--- src/rtl/rfsh_pkg.sv ---
package rfsh_pkg;
  typedef enum logic [1:0] {
    SEQ_IDLE = 2'd0,
    SEQ_LEAD = 2'd1,
    SEQ_ACT  = 2'd2,
    SEQ_PRE  = 2'd3
  } seq_state_t;
endpackage

--- src/rtl/rfsh_tick_timer.sv ---
module rfsh_tick_timer #(
  parameter int INTERVAL_CYC = 1950
) (
  input  logic clk,
  input  logic rst_n,
  output logic tick
);
  localparam int W = $clog2(INTERVAL_CYC);
  localparam logic [W-1:0] RELOAD = W'(INTERVAL_CYC - 1);

  logic [W-1:0] cnt_q, cnt_d;
  logic         cnt_en;

  assign tick   = (cnt_q == '0);
  assign cnt_en = 1'b1;

  always_comb begin
    cnt_d = cnt_q;
    if (cnt_en) begin
      if (tick) cnt_d = RELOAD;
      else      cnt_d = cnt_q - 1'b1;
    end
  end

  always_ff @(posedge clk or negedge rst_n) begin
    if (!rst_n) cnt_q <= RELOAD;
    else        cnt_q <= cnt_d;
  end
endmodule

--- src/rtl/rfsh_backlog.sv ---
module rfsh_backlog #(
  parameter int BACKLOG_MAX = 8
) (
  input  logic                               clk,
  input  logic                               rst_n,
  input  logic                               tick,
  input  logic                               take,
  output logic [$clog2(BACKLOG_MAX+1)-1:0]   count,
  output logic                               nonzero
);
  localparam int W = $clog2(BACKLOG_MAX + 1);
  localparam logic [W-1:0] FULL = W'(BACKLOG_MAX);

  logic [W-1:0] cnt_q, cnt_d;
  logic         add, sub, cnt_en;

  assign add    = tick && ((cnt_q != FULL) || take);
  assign sub    = take && (cnt_q != '0);
  assign cnt_en = add ^ sub;

  always_comb begin
    cnt_d = cnt_q;
    if (cnt_en) begin
      if (add) cnt_d = cnt_q + 1'b1;
      else     cnt_d = cnt_q - 1'b1;
    end
  end

  always_ff @(posedge clk or negedge rst_n) begin
    if (!rst_n) cnt_q <= '0;
    else        cnt_q <= cnt_d;
  end

  assign count   = cnt_q;
  assign nonzero = (cnt_q != '0);
endmodule

--- src/rtl/rfsh_strobe_seq.sv ---
module rfsh_strobe_seq
  import rfsh_pkg::*;
#(
  parameter int CAS_LEAD_CYC = 1,
  parameter int RAS_LOW_CYC  = 7,
  parameter int RAS_PRE_CYC  = 4
) (
  input  logic clk,
  input  logic rst_n,
  input  logic grant,
  input  logic owed,
  output logic ras_n,
  output logic cas_n,
  output logic busy,
  output logic finish,
  output logic done
);
  localparam int PH_MAX0 = (CAS_LEAD_CYC > RAS_LOW_CYC) ? CAS_LEAD_CYC : RAS_LOW_CYC;
  localparam int PH_MAX  = (PH_MAX0 > RAS_PRE_CYC) ? PH_MAX0 : RAS_PRE_CYC;
  localparam int W       = $clog2(PH_MAX + 1);
  localparam logic [W-1:0] LEAD_LAST = W'(CAS_LEAD_CYC - 1);
  localparam logic [W-1:0] LOW_LAST  = W'(RAS_LOW_CYC - 1);
  localparam logic [W-1:0] PRE_LAST  = W'(RAS_PRE_CYC - 1);

  seq_state_t   st_q, st_d;
  logic [W-1:0] ph_q, ph_d;
  logic         ras_n_q, cas_n_q, done_q;
  logic         ph_end;

  always_comb begin
    case (st_q)
      SEQ_LEAD: ph_end = (ph_q == LEAD_LAST);
      SEQ_ACT:  ph_end = (ph_q == LOW_LAST);
      SEQ_PRE:  ph_end = (ph_q == PRE_LAST);
      default:  ph_end = 1'b0;
    endcase
  end

  assign finish = (st_q == SEQ_PRE) && ph_end;

  always_comb begin
    st_d = st_q;
    ph_d = ph_q;
    case (st_q)
      SEQ_IDLE: begin
        if (grant && owed) begin
          st_d = SEQ_LEAD;
          ph_d = '0;
        end
      end
      SEQ_LEAD: begin
        if (ph_end) begin st_d = SEQ_ACT; ph_d = '0; end
        else        ph_d = ph_q + 1'b1;
      end
      SEQ_ACT: begin
        if (ph_end) begin st_d = SEQ_PRE; ph_d = '0; end
        else        ph_d = ph_q + 1'b1;
      end
      default: begin
        if (ph_end) begin st_d = SEQ_IDLE; ph_d = '0; end
        else        ph_d = ph_q + 1'b1;
      end
    endcase
  end

  always_ff @(posedge clk or negedge rst_n) begin
    if (!rst_n) begin
      st_q    <= SEQ_IDLE;
      ph_q    <= '0;
      ras_n_q <= 1'b1;
      cas_n_q <= 1'b1;
      done_q  <= 1'b0;
    end else begin
      st_q    <= st_d;
      ph_q    <= ph_d;
      ras_n_q <= (st_d != SEQ_ACT);
      cas_n_q <= !((st_d == SEQ_LEAD) || (st_d == SEQ_ACT));
      done_q  <= finish;
    end
  end

  assign ras_n = ras_n_q;
  assign cas_n = cas_n_q;
  assign busy  = (st_q != SEQ_IDLE);
  assign done  = done_q;
endmodule

--- src/rtl/rfsh_sched.sv ---
module rfsh_sched #(
  parameter int INTERVAL_CYC = 1950,
  parameter int BACKLOG_MAX  = 8,
  parameter int CAS_LEAD_CYC = 1,
  parameter int RAS_LOW_CYC  = 7,
  parameter int RAS_PRE_CYC  = 4
) (
  input  logic                             clk,
  input  logic                             rst_n,
  input  logic                             bus_grant,
  output logic                             rfsh_urgent,
  output logic                             rfsh_busy,
  output logic                             rfsh_done,
  output logic [$clog2(BACKLOG_MAX+1)-1:0] backlog,
  output logic                             ras_n,
  output logic                             cas_n,
  output logic                             we_n
);
  logic sync1_q, sync2_q, rst_int_n;
  logic tick, finish;

  always_ff @(posedge clk or negedge rst_n) begin
    if (!rst_n) begin
      sync1_q <= 1'b0;
      sync2_q <= 1'b0;
    end else begin
      sync1_q <= 1'b1;
      sync2_q <= sync1_q;
    end
  end
  assign rst_int_n = sync2_q;

  rfsh_tick_timer #(.INTERVAL_CYC(INTERVAL_CYC)) u_timer (
    .clk  (clk),
    .rst_n(rst_int_n),
    .tick (tick)
  );

  rfsh_backlog #(.BACKLOG_MAX(BACKLOG_MAX)) u_backlog (
    .clk    (clk),
    .rst_n  (rst_int_n),
    .tick   (tick),
    .take   (finish),
    .count  (backlog),
    .nonzero(rfsh_urgent)
  );

  rfsh_strobe_seq #(
    .CAS_LEAD_CYC(CAS_LEAD_CYC),
    .RAS_LOW_CYC (RAS_LOW_CYC),
    .RAS_PRE_CYC (RAS_PRE_CYC)
  ) u_seq (
    .clk   (clk),
    .rst_n (rst_int_n),
    .grant (bus_grant),
    .owed  (rfsh_urgent),
    .ras_n (ras_n),
    .cas_n (cas_n),
    .busy  (rfsh_busy),
    .finish(finish),
    .done  (rfsh_done)
  );

  assign we_n = 1'b1;
endmodule

--- config.mk ---
export PLATFORM = sky130hd
export DESIGN_NAME = rfsh_sched
export DESIGN_NICKNAME = d
export VERILOG_FILES = /design/src/rtl/rfsh_pkg.sv /design/src/rtl/rfsh_tick_timer.sv /design/src/rtl/rfsh_backlog.sv /design/src/rtl/rfsh_strobe_seq.sv /design/src/rtl/rfsh_sched.sv
export SDC_FILE = /design/constraint.sdc
export NUM_CORES = 1
export LEC_CHECK = 0
export ABC_AREA = 1
export BUFFER_PORTS_ARGS = -buffer_cell sky130_fd_sc_hd__buf_4
export CAP_MARGIN = 25
export CORE_UTILIZATION = 57
export DETAILED_ROUTE_END_ITERATION = 12
export PLACE_DENSITY = 0.77
export SLEW_MARGIN = 20
export SYNTH_ARGS = -nofsm -noshare
export SYNTH_HDL_FRONTEND = slang
export SYNTH_SLANG_ARGS = --single-unit
--- constraint.sdc ---
create_clock -name clk -period 1.03 [get_ports clk]
set_clock_uncertainty 0.1 [all_clocks]
set_input_delay 0.206 -clock clk [delete_from_list [all_inputs] [get_ports clk]]
set_output_delay 0.206 -clock clk [all_outputs]
set_load 0.01 [all_outputs]
==> qor.txt, run 1 <==
RUN STATUS
----------------------------------------------------------------------------------------
Result of the run                                                           did not finish
Halt Stage                                                                       4_1_cts
Tool error                                                                  [ERROR DPL-0038] Utilization greater than 100%, impossible to legalize

CLOCK NETWORK
----------------------------------------------------------------------------------------
Quantity of gates resized following cts                                               77
Hold buffers post-CTS                                                                  1
Clock Sink Count                                                                      25
Clock buffers created by TritonCTS                                                     3
Clock root buffer master                                                        clkbuf_4
Number of post-CTS setup repair buffers                                               42
Deepest level of the CTS H-tree                                                        1
Buffer depth of the longest clock path                                                 2

DIE
----------------------------------------------------------------------------------------
Vertical die dimension                                                           50.6 um
Site Rows                                                                             17
Boundary pin count                                                                    13
Initial Utilization                                                                0.609
Horiz. Die Dim                                                                   50.6 um

LOGIC SYNTHESIS
----------------------------------------------------------------------------------------
Count of distinct cell types in the synthesized netlist                               30
Number of synthesized register bits                                                   25
Sequential area share after synthesis                                              0.474
Syn avg cell area                                                               9.62 um2
Number of warnings issued by yosys                                                     0
Synthesized netlist cell count                                                       140
Netlist area before placement                                                   1350 um2

PLACE
----------------------------------------------------------------------------------------
Global placer's final weighted congestion                                          0.819
Worst setup slack after placement                                               -1120 ps
Number of buffer cells added on primary ports                                         11
Total half-perimeter wirelength after legalization and detailed placement        2.31 mm

cells by family after synthesis:
logic type	count (synthesis)	synth area share
AOI/OAI and AO/OA	9	0.0418
xor gates and xnor gates	9	0.0586
adders and majority gates	7	0.0706
buffers and inverters	21	0.0613
DFF	25	0.474
other	1	0.00279
and+or+nand+nor	68	0.291
synthesized netlist by cell type (all sizes together):
| cell type | n | area, um2 |
|---|---|---|
| buf | 1 | 7.51 |
| nand3 | 13 | 85.1 |
| nor4 | 1 | 6.26 |
| dfrtp | 15 | 375 |
| or2 | 1 | 6.26 |
| o2bb2ai | 1 | 8.76 |
| fa | 1 | 20.0 |
| dfstp | 10 | 263 |
| o221ai | 1 | 8.76 |
| inv | 19 | 71.3 |
| xnor2 | 3 | 26.3 |
| xor2 | 6 | 52.6 |
| nand4 | 2 | 12.5 |
| o31ai | 1 | 7.51 |
| o21ai | 3 | 15.0 |
| conb | 1 | 3.75 |
| clkinv | 1 | 3.75 |
| a31oi | 1 | 6.26 |
| nand2 | 34 | 173 |
| nor2 | 17 | 109 |
| ha | 6 | 75.1 |
| a21oi | 2 | 10.0 |
metrics by stage:
stage	std cells	instance area, um2
floorplan	141	1420
global placement	219	1840
detailed placement	219	1840
==> run 2: changes to the inputs <==
CORE_AREA = 2 2 63 65   (was not set)
CORE_UTILIZATION = not set   (was 57)
DIE_AREA = 0 0 65 67   (was not set)
PLACE_DENSITY = not set   (was 0.77)
PLACE_DENSITY_LB_ADDON = 0.15   (was not set)
==> run 2 against run 1 <==
- the flow now finishes, with violations (setup timing)
- synthesized area stayed put
- synthesized cell count stayed put
==> qor.txt, run 2 <==
PWR
--------------------------------------------------------------------------------------------------------
Worst ir drop on vdd                                                                             1.30 mV
Sequential fraction of design power                                                                0.246
Internal Pwr Total                                                                               3.61 mW
Leakage                                                                                          1.21 nW
Power per cell area                                                                          2360 nW/um2
Relative contribution of combinational cells to total power                                        0.653
Switching component of the power                                                                 2.22 mW
Switching Fraction                                                                                 0.381
Share of total power in the clock network                                                          0.101
Power, Total                                                                                     5.82 mW

LOGIC SYNTHESIS
--------------------------------------------------------------------------------------------------------
Sequential area share after synthesis                                                              0.474   unchanged
Fraction of synthesized cell area taken by the top area cell type                                  0.279   unchanged
Syn avg cell area                                                                               9.62 um2   unchanged
Post-synth top area cell                                                                         dfrtp_1
Number of flops mapped to enable cells by yosys                                                        0   unchanged
Netlist area before placement                                                                   1350 um2   unchanged
Number of warnings issued by yosys                                                                     0   unchanged
Most used flip-flop cell after synthesis                                                         dfrtp_1
Most instantiated library cell after synthesis                                                   nand2_1
Number of synthesized register bits                                                                   25   unchanged
Area contributors post-synth                                                                dfrtp_1 28%, dfstp_2 20%, nand2_1 6.7%
Top cells by count, synth                                                                   24 x nand2_1, 15 x dfrtp_1, 15 x inv_1
Share of synthesized registers carrying an async set or reset                                       1.00   unchanged
Synthesized netlist cell count                                                                       140   unchanged
Count of distinct cell types in the synthesized netlist                                               30   unchanged

ROUTE
--------------------------------------------------------------------------------------------------------
WL final                                                                                         3.55 mm
Count of nets left with antenna violations after detail routing                                        0
Average routed wire per standard cell                                                            13.0 um
First-pass DRT Iterations                                                                              4
Total number of vias                                                                               1,208
Detailed-route vias per instance                                                                    4.44
DRC violation count after routing                                                                      0
DRT iter0 DRCs                                                                                        22

STA
--------------------------------------------------------------------------------------------------------
Min Clock Period, post-route                                                                     2120 ps
Worst setup slack after layout                                                                  -1090 ps
Maximum operating frequency                                                                      472 MHz
Fin Setup TNS                                                                                 -15,650 ps
Final worst path period share                                                                       2.06
Final hold violations                                                                                  0
Final Max Slew Viols                                                                                   0
RSZ-0062 raised after global routing                                                                true
Setup Viol. Count Final                                                                               32

PLACE
--------------------------------------------------------------------------------------------------------
Total half-perimeter wirelength after legalization and detailed placement                        2.14 mm   -7.1%
Global placer's final weighted congestion                                                          0.827   +0.98%
Number of buffer cells added on primary ports                                                         11   unchanged

RUN STATUS
--------------------------------------------------------------------------------------------------------
Result of the run                                                                           complete, but fails checks
Violations in the final reports                                                             setup timing

SETUP PATH
--------------------------------------------------------------------------------------------------------
Endpoint required time on the critical path                                                      1090 ps
Source of the critical timing path                                                          u_seq.ph_q[1]
Worst path cell trace                                                                       inv_2 > ha_4 > nand4_1 > nand2_2 > nand2_4 > nand2_4 > nand2_4 > ha_4 > nand2_2 > nand2_2 > a31oi_4 > inv_1 > nand2_2 > nand3_2 > nand2_1 > nand2_1
Slack of the worst reg-to-reg path                                                              -1090 ps
Worst setup path end                                                                        u_backlog.count[3]
Crit. path cell count                                                                                 16
Largest driver fanout on the critical path                                                             3
R2r startpoint                                                                              u_seq.ph_q[1]
Length in cells of the worst reg-to-reg path                                                          16
Nature of the critical path startpoint                                                         flip-flop
Type of the setup path with the least slack                                                 flip-flop to flip-flop
Crit. End Element                                                                              flip-flop
Highest-delay cell along the critical path                                                       dfrtp_1
Destination of the worst register-to-register timing path                                   u_backlog.count[3]
Combined buffer and inverter count along the critical path                                             2
Most frequent cell on the critical path                                                          nand2_2
Worst stage delay on the critical path                                                            410 ps
Crit path DAT                                                                                    2180 ps
Delay-heaviest family, CP                                                                   simple AND/OR/NAND/NOR gates

CLOCK NETWORK
--------------------------------------------------------------------------------------------------------
Clock tree from TritonCTS                                                                            yes
Buffer depth of the longest clock path                                                                 2   unchanged
Post-CTS clock slew at the launch and capture registers of the worst setup and hold paths          90 ps
Clock insertion delay at the later pin of the skew report                                         260 ps
Deepest level of the CTS H-tree                                                                        1   unchanged
Clock buffers created by TritonCTS                                                                     3   unchanged
Clock Sink Count                                                                                      25   unchanged
Clock root buffer master                                                                        clkbuf_8

GLOBAL ROUTING
--------------------------------------------------------------------------------------------------------
Pin count of the biggest net entering global routing                                                  24
Total global routing overflow                                                                          0
Global-route wire length before repair                                                           5.75 mm
Vias in the first global route                                                                     1,319
Number of antenna violations at the first check in global routing                                      0
Overall Global Routing Usage                                                                       0.173

FINAL LAYOUT
--------------------------------------------------------------------------------------------------------
Number of flip-flops in the largest register                                                          11
Layout-stage area growth over the synthesis result                                                 83.6%
# diodes                                                                                               0
Reg with most FFs                                                                           u_timer.cnt_q
Commonest cells after routing, fill and taps aside                                          50 x buf_4, 28 x buf_6, 15 x nand2_1, 12 x dfrtp_1
Post-layout net count                                                                                235
Most frequent standard cell in the layout excluding fill and tap cells                             buf_4
Layout cells sized above 1                                                                         0.732

DIE
--------------------------------------------------------------------------------------------------------
Placeable core region                                                                           3610 um2
Boundary pin count                                                                                    13   unchanged
Horiz. Die Dim                                                                                     65 um   +28%
Die area                                                                                        4360 um2
Vertical die dimension                                                                             67 um   +32%
Site Rows                                                                                             22   +5
Initial Utilization                                                                                0.373   -0.235

WORST HOLD PATH
--------------------------------------------------------------------------------------------------------
Tightest Hold Check Type                                                                    flip-flop to asynchronous set/reset pin

FLOW RUN
--------------------------------------------------------------------------------------------------------
Max-cap check violation count                                                                          0

run 2: how the worst min path moves through the flow:
| stage | startpoint | to | slack [ps] | cells past startpoint |
|---|---|---|---|---|
| floorplan | rst_n | rst_int_n | -190 | 0 |
| global placement | rst_n | sync1_q | -110 | 1 |
| detailed placement | rst_n | sync1_q | -110 | 1 |
| CTS | rst_int_n | u_seq.ph_q[1] | 120 | 1 |
| global route | rst_int_n | u_seq.done | 150 | 1 |
| finish | rst_int_n | u_seq.done | 120 | 1 |
run 2: power groups by stage:
stage               Clock, mW  Sequential [mW]  Combinational, mW
floorplan                   0             1.54               1.13
global placement            0             1.40               2.34
detailed placement          0             1.40               2.41
CTS                     0.612             1.43               3.17
global route            0.656             1.46               4.14
finish                  0.589             1.43               3.80
run 2: stage by stage:
stage           util  instance area, um2  setup slack (ps)  std cells  hold slack [ps]
6_report       0.686                2470             -1090        272              117
2_1_floorplan      -                1420              -998        141             -190
3_3_place_gp   0.519                1870              -982        240             -111
5_1_grt        0.686                2470             -1250        272              149
3_5_place_dp   0.519                1870             -1050        240             -109
4_1_cts        0.635                2290             -1040        264              122
run 2: kinds of logic (layout without fill, tap and decap cells):
logic type               Yosys count  after routing  share of synthesized area
AO/OA/AOI/OAI                      9              9                     0.0418
other                              1              2                    0.00279
XOR/XNOR                           9              9                     0.0586
buffers and inverters             21            104                     0.0613
adder cells (fa/ha/maj)            7              7                     0.0706
AND/OR/NAND/NOR                   68             68                      0.291
flip-flops                        25             25                      0.474
run 2: metal layers:
metal / global-route usage / vias up / part of all wire
met2: 0.332 / 6 / 0.58
met5: 0 / - / 0
met3: 0.0203 / 4 / 0.011
met4: 0.0479 / 0 / 0.012
li1: - / 605 / -
met1: 0.200 / 593 / 0.40
run 2: worst reg2reg max path, delay by kind of cell (launching register included):
kind            cells  cell delay, ps
fa+ha+maj           2             370
buf+inv             2             160
compound gates      1             150
simple gates       11             840
flops               1             410
run 2: timing repair:
| item | in CTS | in global routing |
|---|---|---|
| buffers inserted | 21 | 18 |
| resized for setup | 56 | 36 |
| setup endpoints to repair | 32 | 32 |
| endpoints found under the hold margin | 2 | 0 |
| hold buffers | 1 | 0 |
| pin swaps | 17 | 22 |
run 2: area by class of cell:
cell class / instances / area, um2
fill: 263 / 1130
multi-input combinational: 95 / 913
timing repair buffer: 80 / 721
sequential: 25 / 642
inverter: 20 / 87.6
tap: 48 / 60.1
clock buffer: 3 / 41.3
clock inverter: 1 / 7.51
No activity file was read; power rests on OpenSTA's default activity.
